--- src/rtl/fskm_pkg.sv ---
package fskm_pkg;

   // Tone table, index = {rate, channel, data}; data 1 is the lower (mark) tone
   localparam int unsigned TONE_HZ [8] = '{
      32'd82350, 32'd81750,   // rate 0, channel 0
      32'd67800, 32'd67200,   // rate 0, channel 1
      32'd72600, 32'd71400,   // rate 1, channel 0
      32'd87150, 32'd85950    // rate 1, channel 1
   };

   // Rounded phase increment for a tone of f_hz at a reference of ref_hz
   function automatic logic [63:0] tune_word(input logic [63:0] f_hz,
                                             input logic [63:0] ref_hz,
                                             input int unsigned  w);
      return ((f_hz << w) + (ref_hz >> 1)) / ref_hz;
   endfunction

endpackage

--- src/rtl/fskm_bitclk.sv ---
module fskm_bitclk #(
   parameter int unsigned REF_HZ  = 11059200,
   parameter int unsigned BAUD_LO = 600
) (
   input  logic clk,
   input  logic rst_n,
   input  logic en,
   input  logic rate_sel,
   output logic bit_clk,
   output logic sample_stb
);
   localparam int unsigned DIV_LO = REF_HZ / BAUD_LO;
   localparam int unsigned DIV_HI = DIV_LO / 2;
   localparam int unsigned CNT_W  = $clog2(DIV_LO);

   logic [CNT_W-1:0] cnt_q, cnt_nxt, last_c, half_c;

   always_comb begin
      last_c     = rate_sel ? CNT_W'(DIV_HI - 1) : CNT_W'(DIV_LO - 1);
      half_c     = rate_sel ? CNT_W'(DIV_HI / 2) : CNT_W'(DIV_LO / 2);
      cnt_nxt    = (cnt_q >= last_c) ? '0 : cnt_q + 1'b1;
      sample_stb = en && (cnt_nxt == half_c);
   end

   always_ff @(posedge clk or negedge rst_n) begin
      if (!rst_n) begin
         cnt_q   <= '0;
         bit_clk <= 1'b0;
      end else if (!en) begin
         cnt_q   <= '0;
         bit_clk <= 1'b0;
      end else begin
         cnt_q   <= cnt_nxt;
         bit_clk <= (cnt_nxt >= half_c);
      end
   end

   // divider never leaves the low-rate range
   p_cnt_bound_r2: assert property (@(posedge clk) disable iff (!rst_n)
      cnt_q < CNT_W'(DIV_LO));

   // bit clock falls only when the count wraps (or enable clears it)
   p_fall_wrap_r2: assert property (@(posedge clk) disable iff (!rst_n)
      $fell(bit_clk) |-> (cnt_q == '0));

   // the capture strobe coincides with the bit clock rising
   p_rise_sample_r3: assert property (@(posedge clk) disable iff (!rst_n)
      sample_stb |=> $rose(bit_clk));

endmodule

--- src/rtl/fskm_tune.sv ---
module fskm_tune #(
   parameter int unsigned REF_HZ  = 11059200,
   parameter int unsigned PHASE_W = 32
) (
   input  logic               clk,
   input  logic               rst_n,
   input  logic               en,
   input  logic               sample_stb,
   input  logic               tx_data,
   input  logic               rate_sel,
   input  logic               chan_sel,
   output logic [PHASE_W-1:0] tw
);
   localparam int unsigned N_TONES = 8;

   logic [PHASE_W-1:0] tw_tab [N_TONES];
   logic               data_q;

   for (genvar i = 0; i < N_TONES; i++) begin : g_tw
      localparam logic [63:0] TW_FULL =
         fskm_pkg::tune_word(64'(fskm_pkg::TONE_HZ[i]), 64'(REF_HZ), PHASE_W);
      assign tw_tab[i] = TW_FULL[PHASE_W-1:0];
   end

   always_ff @(posedge clk or negedge rst_n) begin
      if (!rst_n)          data_q <= 1'b0;
      else if (!en)        data_q <= 1'b0;
      else if (sample_stb) data_q <= tx_data;
   end

   assign tw = tw_tab[{rate_sel, chan_sel, data_q}];

endmodule

--- src/rtl/fskm_phase_acc.sv ---
module fskm_phase_acc #(
   parameter int unsigned PHASE_W = 32
) (
   input  logic               clk,
   input  logic               rst_n,
   input  logic               en,
   input  logic [PHASE_W-1:0] tw,
   output logic [PHASE_W-1:0] phase
);
   always_ff @(posedge clk or negedge rst_n) begin
      if (!rst_n)   phase <= '0;
      else if (!en) phase <= '0;
      else          phase <= phase + tw;
   end
endmodule

--- src/rtl/fskm_modulator.sv ---
module fskm_modulator #(
   parameter int unsigned REF_HZ  = 11059200,
   parameter int unsigned BAUD_LO = 600,
   parameter int unsigned PHASE_W = 32
) (
   input  logic               clk,
   input  logic               rst_n,
   input  logic               en,
   input  logic               rate_sel,
   input  logic               chan_sel,
   input  logic               tx_data,
   output logic               bit_clk,
   output logic [PHASE_W-1:0] phase,
   output logic               carrier
);
   initial begin
      assert (REF_HZ % BAUD_LO == 0)
         else $error("reference must be a whole multiple of the low baud rate");
      assert ((REF_HZ / BAUD_LO) % 4 == 0)
         else $error("low-rate divisor must split evenly for both rates");
      assert (PHASE_W >= 8 && PHASE_W <= 48)
         else $error("phase width out of supported range");
   end

   logic               sample_stb;
   logic [PHASE_W-1:0] tw;

   fskm_bitclk #(.REF_HZ(REF_HZ), .BAUD_LO(BAUD_LO)) u_bitclk (
      .clk(clk), .rst_n(rst_n), .en(en), .rate_sel(rate_sel),
      .bit_clk(bit_clk), .sample_stb(sample_stb));

   fskm_tune #(.REF_HZ(REF_HZ), .PHASE_W(PHASE_W)) u_tune (
      .clk(clk), .rst_n(rst_n), .en(en), .sample_stb(sample_stb),
      .tx_data(tx_data), .rate_sel(rate_sel), .chan_sel(chan_sel), .tw(tw));

   fskm_phase_acc #(.PHASE_W(PHASE_W)) u_acc (
      .clk(clk), .rst_n(rst_n), .en(en), .tw(tw), .phase(phase));

   assign carrier = phase[PHASE_W-1];

   // a disabled block is zeroed and silent on the next cycle
   p_off_quiet_r8: assert property (@(posedge clk) disable iff (!rst_n)
      !en |=> (phase == '0 && !bit_clk && !carrier));

endmodule

--- config.mk ---
export PLATFORM = sky130hd
export DESIGN_NAME = fskm_modulator
export DESIGN_NICKNAME = d
export VERILOG_FILES = /design/src/rtl/fskm_pkg.sv /design/src/rtl/fskm_bitclk.sv /design/src/rtl/fskm_tune.sv /design/src/rtl/fskm_phase_acc.sv /design/src/rtl/fskm_modulator.sv
export SDC_FILE = /design/constraint.sdc
export NUM_CORES = 1
export LEC_CHECK = 0
export BUFFER_PORTS_ARGS = -buffer_cell sky130_fd_sc_hd__buf_2
export CORE_ASPECT_RATIO = 0.75
export CORE_MARGIN = 3
export CORE_UTILIZATION = 50
export CTS_BUF_LIST = sky130_fd_sc_hd__clkbuf_4 sky130_fd_sc_hd__clkbuf_8 sky130_fd_sc_hd__clkbuf_16
export DETAILED_ROUTE_END_ITERATION = 10
export PLACE_DENSITY = 0.7
export SLEW_MARGIN = 20
export SYNTH_ARGS = -nofsm -noshare
export SYNTH_HDL_FRONTEND = slang
export SYNTH_SLANG_ARGS = --single-unit
--- constraint.sdc ---
create_clock -name clk -period 3.4 [get_ports clk]
set_input_delay 0.34 -clock clk [delete_from_list [all_inputs] [get_ports clk]]
set_output_delay 0.34 -clock clk [all_outputs]
set_load 0.01 [all_outputs]
======== Word-level counts from Yosys, hierarchy flattened ========
Memory sizes are Yosys's and may differ from the RTL's.
Cells that the tools add are included.
word-level totals
  memory bits (writable) .................. 0
  input bits .............................. 6
  flip-flop bits (word level) ............. 49
  logic and storage cells ................. 24
  bits in latches ......................... 0
  memories ................................ 1
  ROM bits ................................ 256
memories
  memory           words  width  read ports  clocked after memory_dff  wr ports  RTL line         RTL
  (no name shown)  8      32     1           0                         0         fskm_tune.sv:31  assign tw = tw_tab[{rate_sel, chan_sel, data_q}];
operators by class
  magnitude comparators ................... 3
  eq/ne operators ......................... 2
  multiplexer cells ....................... 10
  bitwise operators ....................... 1
  add/subtract/negate cells ............... 2
  $mul .................................... 0
  div/mod/pow operators ................... 0
  reduce and logical (&&, ||, !) cells .... 1
  shift operators ......................... 0
operator list
  cell                                                   number
  2-to-1 mux 32 bit                                      3
  2-to-1 mux 15 bit                                      3
  adder 32 bit                                           1
  >= comparator 15 bit                                   2
  adder 15 x 1 -> 15 bit, second input constant          1
  == test 15 bit                                         1
  2-to-1 mux 14 bit                                      1
  >= comparator 4 bit, second input constant             1
  inverter 3 -> 4 bit                                    1
  2-to-1 mux 1 bit                                       3
  inequality test 2 x 1 -> 1 bit, second input constant  1
  logical AND 1 bit                                      1

======== Logic depth before layout (Yosys ltp) ========
Gate-level depths: netlist of the first run.
  word-level depth ........................ 7
  depth in mapped cells ................... 15
  mapped depth without buffers ............ 14

======== By module ========
Synthesis of the first run repeated with hierarchy kept, for this count alone.
unflattened totals
  cells, all modules ...................... 500
  area total of the unflattened synthesis .. 4204.0 um2
by module, submodules not included
  module          area each (um2)  cells each  instances
  fskm_phase_acc  2750.1           330         1
  fskm_bitclk     1057.3           119         1
  fskm_tune       389.1            50          1
  fskm_modulator  7.5              1           1

======== Worst setup path after synthesis of the first run ========
OpenSTA, ideal clock, no wires.
  path kind ............................... input to register
  from .................................... input port rate_sel
  to ...................................... register u_acc.phase[24]
  data arrival time ....................... 3020 ps
  data required time ...................... 3274 ps
  path buffers ............................ 1
  slack ................................... 253 ps
  stages .................................. 13
  cells stage by stage .................... clkbuf_1 -> clkinv_1 -> nand2_1 -> nand2_1 -> ha_1 -> fa_1 -> a21o_1 -> a221o_2 -> a211o_1 -> a21oi_2 -> o31a_2 -> nor3_1 -> a311o_1
on the way
  cells in the longest elaborated chain, start to end .. 6
RTL lines
  what                                                  RTL line              RTL
  start: declaration                                    fskm_modulator.sv:9   input logic rate_sel,
  inverter 3 -> 4 bit (implied by the code)             fskm_tune.sv:31
  memory read (8 x 32 bit)                              --
  2-to-1 mux 32 bit (implied by the code) (2 in a row)  fskm_tune.sv:31
  adder 32 bit                                          fskm_phase_acc.sv:13  else phase <= phase + tw;
  2-to-1 mux 32 bit                                     fskm_phase_acc.sv:12  else if (!en) phase <= '0;
  end signal: assignment                                fskm_phase_acc.sv:13
  end: declaration                                      fskm_phase_acc.sv:8   output logic [PHASE_W-1:0] phase
No other way between the ends. The select of a mux whose other input is x is not followed.
A chain may end at the register's enable or synchronous reset.

======== Worst setup path after layout of the first run ========
  from .................................... register u_tune.data_q
  to ...................................... register u_acc.phase[24]
on the way
  cells in the longest elaborated chain, start to end .. 6
RTL lines
  what                                                  RTL line              RTL
  start: declaration                                    fskm_tune.sv:17       logic data_q;
  start signal: assignment                              fskm_tune.sv:28       else if (sample_stb) data_q <= tx_data;
  inverter 3 -> 4 bit (implied by the code)             fskm_tune.sv:31
  memory read (8 x 32 bit)                              --
  2-to-1 mux 32 bit (implied by the code) (2 in a row)  fskm_tune.sv:31
  adder 32 bit                                          fskm_phase_acc.sv:13
  2-to-1 mux 32 bit                                     fskm_phase_acc.sv:12
No other way between the ends. The select of a mux whose other input is x is not followed.

==> results.toml, run 1 <==
[finish]
antenna_cells = 0
drive_above_1_share = 0.146
finalNetCount = 517
syn_to_final_growth_pct = 10.5
seqCellArea_um2 = 1230
utilization = 0.591
fillers = 636
multiInputGateArea_um2 = 2400

[drt]
met2_length_um = 3850
drt-total-wl_um = 9170
vias = 3319
ant_nets = 0
vias_per_cell = 5.83
dr.pass1.iters = 5
route.met3.wl_um = 656
highest-signal-layer = "met4"
drc = 0
first_iter_violations = 217
wl_per_cell_um = 16.1
drt-met1-wl_um = 4590

[global_routing]
overflow = 0
grt_pass1_vias = 3086
grt_usage = 0.223
antenna_found_initial = 0
grt_max_degree = 30
grt_pass1_wl_um = 15400

[clock_network]
clk_latency_ns = 0.31
clk_pin_slew_ns = 0.10
cts_buffers = 5
clkSinkCount = 49
clk_path_buf_depth = 2
clock-root-buffer = "clkbuf_8"
cts_tree = "built"
htree_levels = 2

[yosys]
ys.flop_type = "dfrtp_1"
syn_nets = 476
synthTopCellsByCount = "dfrtp_1, nor2_1, nand2_1, ha_1, a21oi_1"
yosysWarnings = 0
avgSynthCellArea_um2 = 8.80
ys_ff_latch = 49
synth_top_cell_by_area = "dfrtp_1"
synth-async-reset-ratio = 1.00
synth_area_leaders = "dfrtp_1, ha_1, nor2_1"
synth_edf_count = 0
yosysUniqueCellTypes = 65
synth_top_area_share = 0.325
yosysSeqAreaShare = 0.325
syn-cell-area_um2 = 3770
netlist_instances = 429

[sta]
fin_crit_sh = 0.940
slew_viol_final = 0
rsz0062_at_grt = "no"
skew_ns = 0.0110
period_needed_ns = 3.20
holdWs_ns = 0.0539
setup_viol = 0
tightestPinTransition_ns = 0.757
final.setup.tns_ns = 0
finalHoldViolCount = 0
max_freq_ghz = 0.313
relSlewSlack = 0.494

[floorplanning]
die_area_um2 = 8640
std_cell_rows = 26
fp.dieH_um = 81.2
design.core.area_um2 = 7060
start_util = 0.535
die_w_um = 106
boundaryPins = 40

[worst_hold_path]
min_path_type = "in -> async"

[critical_path]
crit_chain = "inv_2 -> ha_1 -> inv_1 -> o21ai_0 -> fa_1 -> a21o_1 -> a221o_2 -> a211o_1 -> a21oi_2 -> o31a_2 -> nor3_1 -> a311o_1"
path_max_fanout = 5
arrival_ns = 3.40
start_kind = "flop"
crit_path_top_delay_cell = "fa_1"
setup.worst_path.end_class = "flop"
critPathMaxStageDelay_ns = 0.46
required_ns = 3.60
critPathKind = "reg -> reg"

[status]
status = "finished clean"

[placement]
hpwl_um = 7040
gp_congestion = 0.939
io_buffers = 39

[job]
maxCapViolCount = 0

[power]
power_density_nw_per_um2 = 575
ir_drop_v = 0.000258
leakage_nw = 2.11
## cells by family after synthesis
family                   synth area share
AO/OA/AOI/OAI                       0.185
XOR/XNOR                           0.0719
adder cells (fa/ha/maj)             0.138
buffers and inverters              0.0418
flip-flops                          0.325
multiplexers                       0.0219
AND/OR/NAND/NOR                     0.216
## registers in the layout (all words and copies together), names as in the netlist
name	count
u_tune.data_q	1
u_acc.phase	32
u_bitclk.bit_clk	1
u_bitclk.cnt_q	15
## critical path: cells and delay by family, from the launching register on
family,cells,cell delay [ns]
buf+inv,2,0.19
flops,1,0.45
fa+ha+maj,2,0.70
simple gates,1,0.05
compound gates,7,1.70
## final timing paths
path | startpoint | endpoint | slack [ns] | depth (start not counted)
setup / recovery | u_tune.data_q$_DFFE_PN0P_ | u_acc.phase[24]$_DFF_PN0_ | 0.20 | 12
hold / removal | rst_n | u_acc.phase[17]$_DFF_PN0_ | 0.05 | 1
setup reg to reg | u_tune.data_q$_DFFE_PN0P_ | u_acc.phase[24]$_DFF_PN0_ | 0.20 | 12
hold reg to reg | u_bitclk.cnt_q[0]$_DFF_PN0_ | u_bitclk.cnt_q[0]$_DFF_PN0_ | 0.55 | 1
max in group asynchronous | rst_n | u_tune.data_q$_DFFE_PN0P_ | 2.57 | 2
min in group clk | tx_data | u_tune.data_q$_DFFE_PN0P_ | 0.32 | 3
## report_power, final
part	switching, mW	internal, mW	leakage (nW)
Clock	0.204	0.185	0.0542
Sequential	0.0899	0.696	0.654
Combinational	0.710	0.512	1.40
Total	1.00	1.39	2.11
## cell type report
cell class                 count  area share
clock buffer                   7      0.0231
clock inverter                 1     0.00120
inverter                      14      0.0126
multi-input combinational    352       0.576
sequential                    49       0.294
tap                           98      0.0294
timing repair buffer          48      0.0630
## metrics by stage
stage | std cells | worst slack [ns] | power (mW) | instance area (um^2)
after floorplan | 429 | 0.253 | 1.69 | 3770
after global placement | 560 | 0.178 | 1.96 | 4050
after detailed placement | 560 | 0.0931 | 1.99 | 4050
after CTS | 568 | 0.126 | 2.38 | 4150
after global routing | 569 | 0.0224 | 2.58 | 4170
final | 569 | 0.203 | 2.40 | 4170
## layer usage
layer | vias up | global-route usage
met2 | 128 | 0.346
met4 | 0 | 0.0388
li1 | 1616 | -
met1 | 1567 | 0.332
met3 | 8 | 0.0357
met5 | - | 0
## what timing repair did
item,CTS,global route
hold buffers,0,0
resized for setup,0,4
setup buffers,0,1
setup endpoints to repair,0,8
## cell usage in the layout, fill, tap and decap left out, drive strengths merged, types with 3 or more instances in the layout
cell type	synthesis	layout
nor2	49	49
dfrtp	49	49
buf	3	48
nand2	46	46
ha	40	40
a21oi	25	25
o21ai	20	20
xor2	16	16
xnor2	15	15
nand3	13	13
a21o	13	13
inv	13	13
and3	12	12
nand2b	11	11
nand4	10	10
and2	8	8
a31oi	7	7
clkbuf	9	7
mux2i	6	6
o31a	5	5
o211ai	4	4
o21bai	4	4
o21a	3	3
a211o	3	3
o31ai	3	3
nor3	3	3
nor2b	3	3
a211oi	3	3
Note: power is estimated with default switching activity, not from simulation.
==> run 2: changes to the inputs <==
- REMOVE_ABC_BUFFERS: not set -> 1
==> run 2 against run 1 <==
Effect of this change:
- die area is the same
- register-to-register slack is essentially flat
- power fell by 0.15%
- count of clock-buffer cells in the layout stayed put
- first-iteration DRC count up 3.7%
- largest power group unchanged
==> results.toml, run 2 (synthesis results as in run 1) <==
[sta]
slew_viol_final = 0
setup_ws_ns = 0.197
final.setup.tns_ns = 0
max_freq_ghz = 0.312
holdWs_ns = 0.142
period_needed_ns = 3.20
setup_viol = 0
rsz0062_at_grt = "no"
skew_ns = 0.0138
finalHoldViolCount = 0
tightestPinTransition_ns = 0.871
fin_crit_sh = 0.942
relSlewSlack = 0.419

[finish]
drive_above_1_share = 0.135
fillers = 640
reg_top3 = "u_acc.phase: 32 flops, u_bitclk.cnt_q: 15 flops"
antenna_cells = 0
utilization = 0.586
largest_reg_flops = 32
final_cell_mix = "nor2_1, dfrtp_1, nand2_1"
finish.instance_area_um2 = 4140
regMostFlops = "u_acc.phase"
syn_to_final_growth_pct = 9.65
finalNetCount = 514

[drt]
dr.pass1.iters = 5
vias_per_cell = 5.76
wl_per_cell_um = 16.5
first_iter_violations = 225
ant_nets = 0
drt-total-wl_um = 9340
vias = 3261
drc = 0

[status]
status = "finished clean"

[power]
power_density_nw_per_um2 = 578
leakage_nw = 2.10
ir_drop_v = 0.000292

[global_routing]
grt_pass1_vias = 3173
antenna_found_initial = 0
grt_pass1_wl_um = 16000
grt_max_degree = 38
overflow = 0
grt_usage = 0.231

[floorplanning]
fp.dieH_um = 81.2
design.core.area_um2 = 7060
die_w_um = 106
std_cell_rows = 26
start_util = 0.535
boundaryPins = 40
die_area_um2 = 8640

[clock_network]
clk_latency_ns = 0.31
clock-root-buffer = "clkbuf_8"
clk_path_buf_depth = 2
clk_pin_slew_ns = 0.10
cts_tree = "built"
ctsHoldBuffers = 0
clkSinkCount = 49
htree_levels = 2
cts_buffers = 5

[critical_path]
critPathKind = "reg -> reg"
start_kind = "flop"
setup.worst_path.end_class = "flop"
required_ns = 3.60
r2r_slack_ns = 0.20
path_max_fanout = 5
arrival_ns = 3.41

[placement]
place_ws_ns = 0.0930
io_buffers = 39
dpl_cell_area_um2 = 4020
hpwl_um = 7060
gp_congestion = 1.00

[job]
maxCapViolCount = 0

[worst_hold_path]
min_path_type = "in -> async"
-- run 2: changes by cell type in the layout (fill, tap and decap cells not counted), sizes merged --
cell	change
buf	-3
-- run 2: metal layers --
| metal | GRT usage | up-vias | wire length (um) |
|---|---|---|---|
| met4 | 0.0517 | 0 | 101 |
| met2 | 0.339 | 113 | 3830 |
| met5 | 0 | - | 0 |
| met3 | 0.0294 | 11 | 630 |
| li1 | - | 1607 | - |
| met1 | 0.359 | 1530 | 4780 |
-- run 2: cell type report --
class                           count  area [um^2]  share of cell area
Multi-Input combinational cell    352         2390               0.579
Sequential cell                    49         1230               0.296
Timing Repair Buffer               45          240              0.0581
Tap cell                           98          123              0.0296
Clock buffer                        7         96.3              0.0233
Inverter                           14         52.6              0.0127
Clock inverter                      1         5.00             0.00121
-- run 2: what timing repair did --
action                     CTS  global route
hold endpoints to repair     0             0
setup endpoints to repair    0             4
resized for setup            0             1
setup buffers                0             1
-- run 2: report_power, final --
group          internal, mW  leakage [nW]  switching [mW]
combinational         0.501          1.39           0.712
clock                 0.185        0.0542           0.210
sequential            0.696         0.656          0.0892
-- run 2: worst paths after layout --
kind / startpoint / to / cells past startpoint
max: u_tune.data_q$_DFFE_PN0P_ / u_acc.phase[24]$_DFF_PN0_ / 12
min: rst_n / u_acc.phase[3]$_DFF_PN0_ / 1
max reg2reg: u_tune.data_q$_DFFE_PN0P_ / u_acc.phase[24]$_DFF_PN0_ / 12
min reg2reg: u_bitclk.cnt_q[0]$_DFF_PN0_ / u_bitclk.cnt_q[0]$_DFF_PN0_ / 1
max in group asynchronous: rst_n / u_bitclk.cnt_q[5]$_DFF_PN0_ / 2
min in group clk: tx_data / u_tune.data_q$_DFFE_PN0P_ / 3
-- run 2: critical path: stages (launching register included) --
cell and delay (ns):
dfrtp_1 0.41, inv_1 0.14, ha_1 0.25, inv_1 0.10
o21ai_0 0.15, fa_1 0.46, a21o_1 0.19, a221o_2 0.41
a211o_1 0.29, a21oi_2 0.19, o31a_2 0.19, nor3_1 0.05
a311o_1 0.27
-- run 2: stage by stage --
stage,total power [mW],instances
floorplan,1.64,415
global placement,1.97,557
detailed placement,1.99,557
CTS,2.39,565
global route,2.58,566
finish,2.39,566
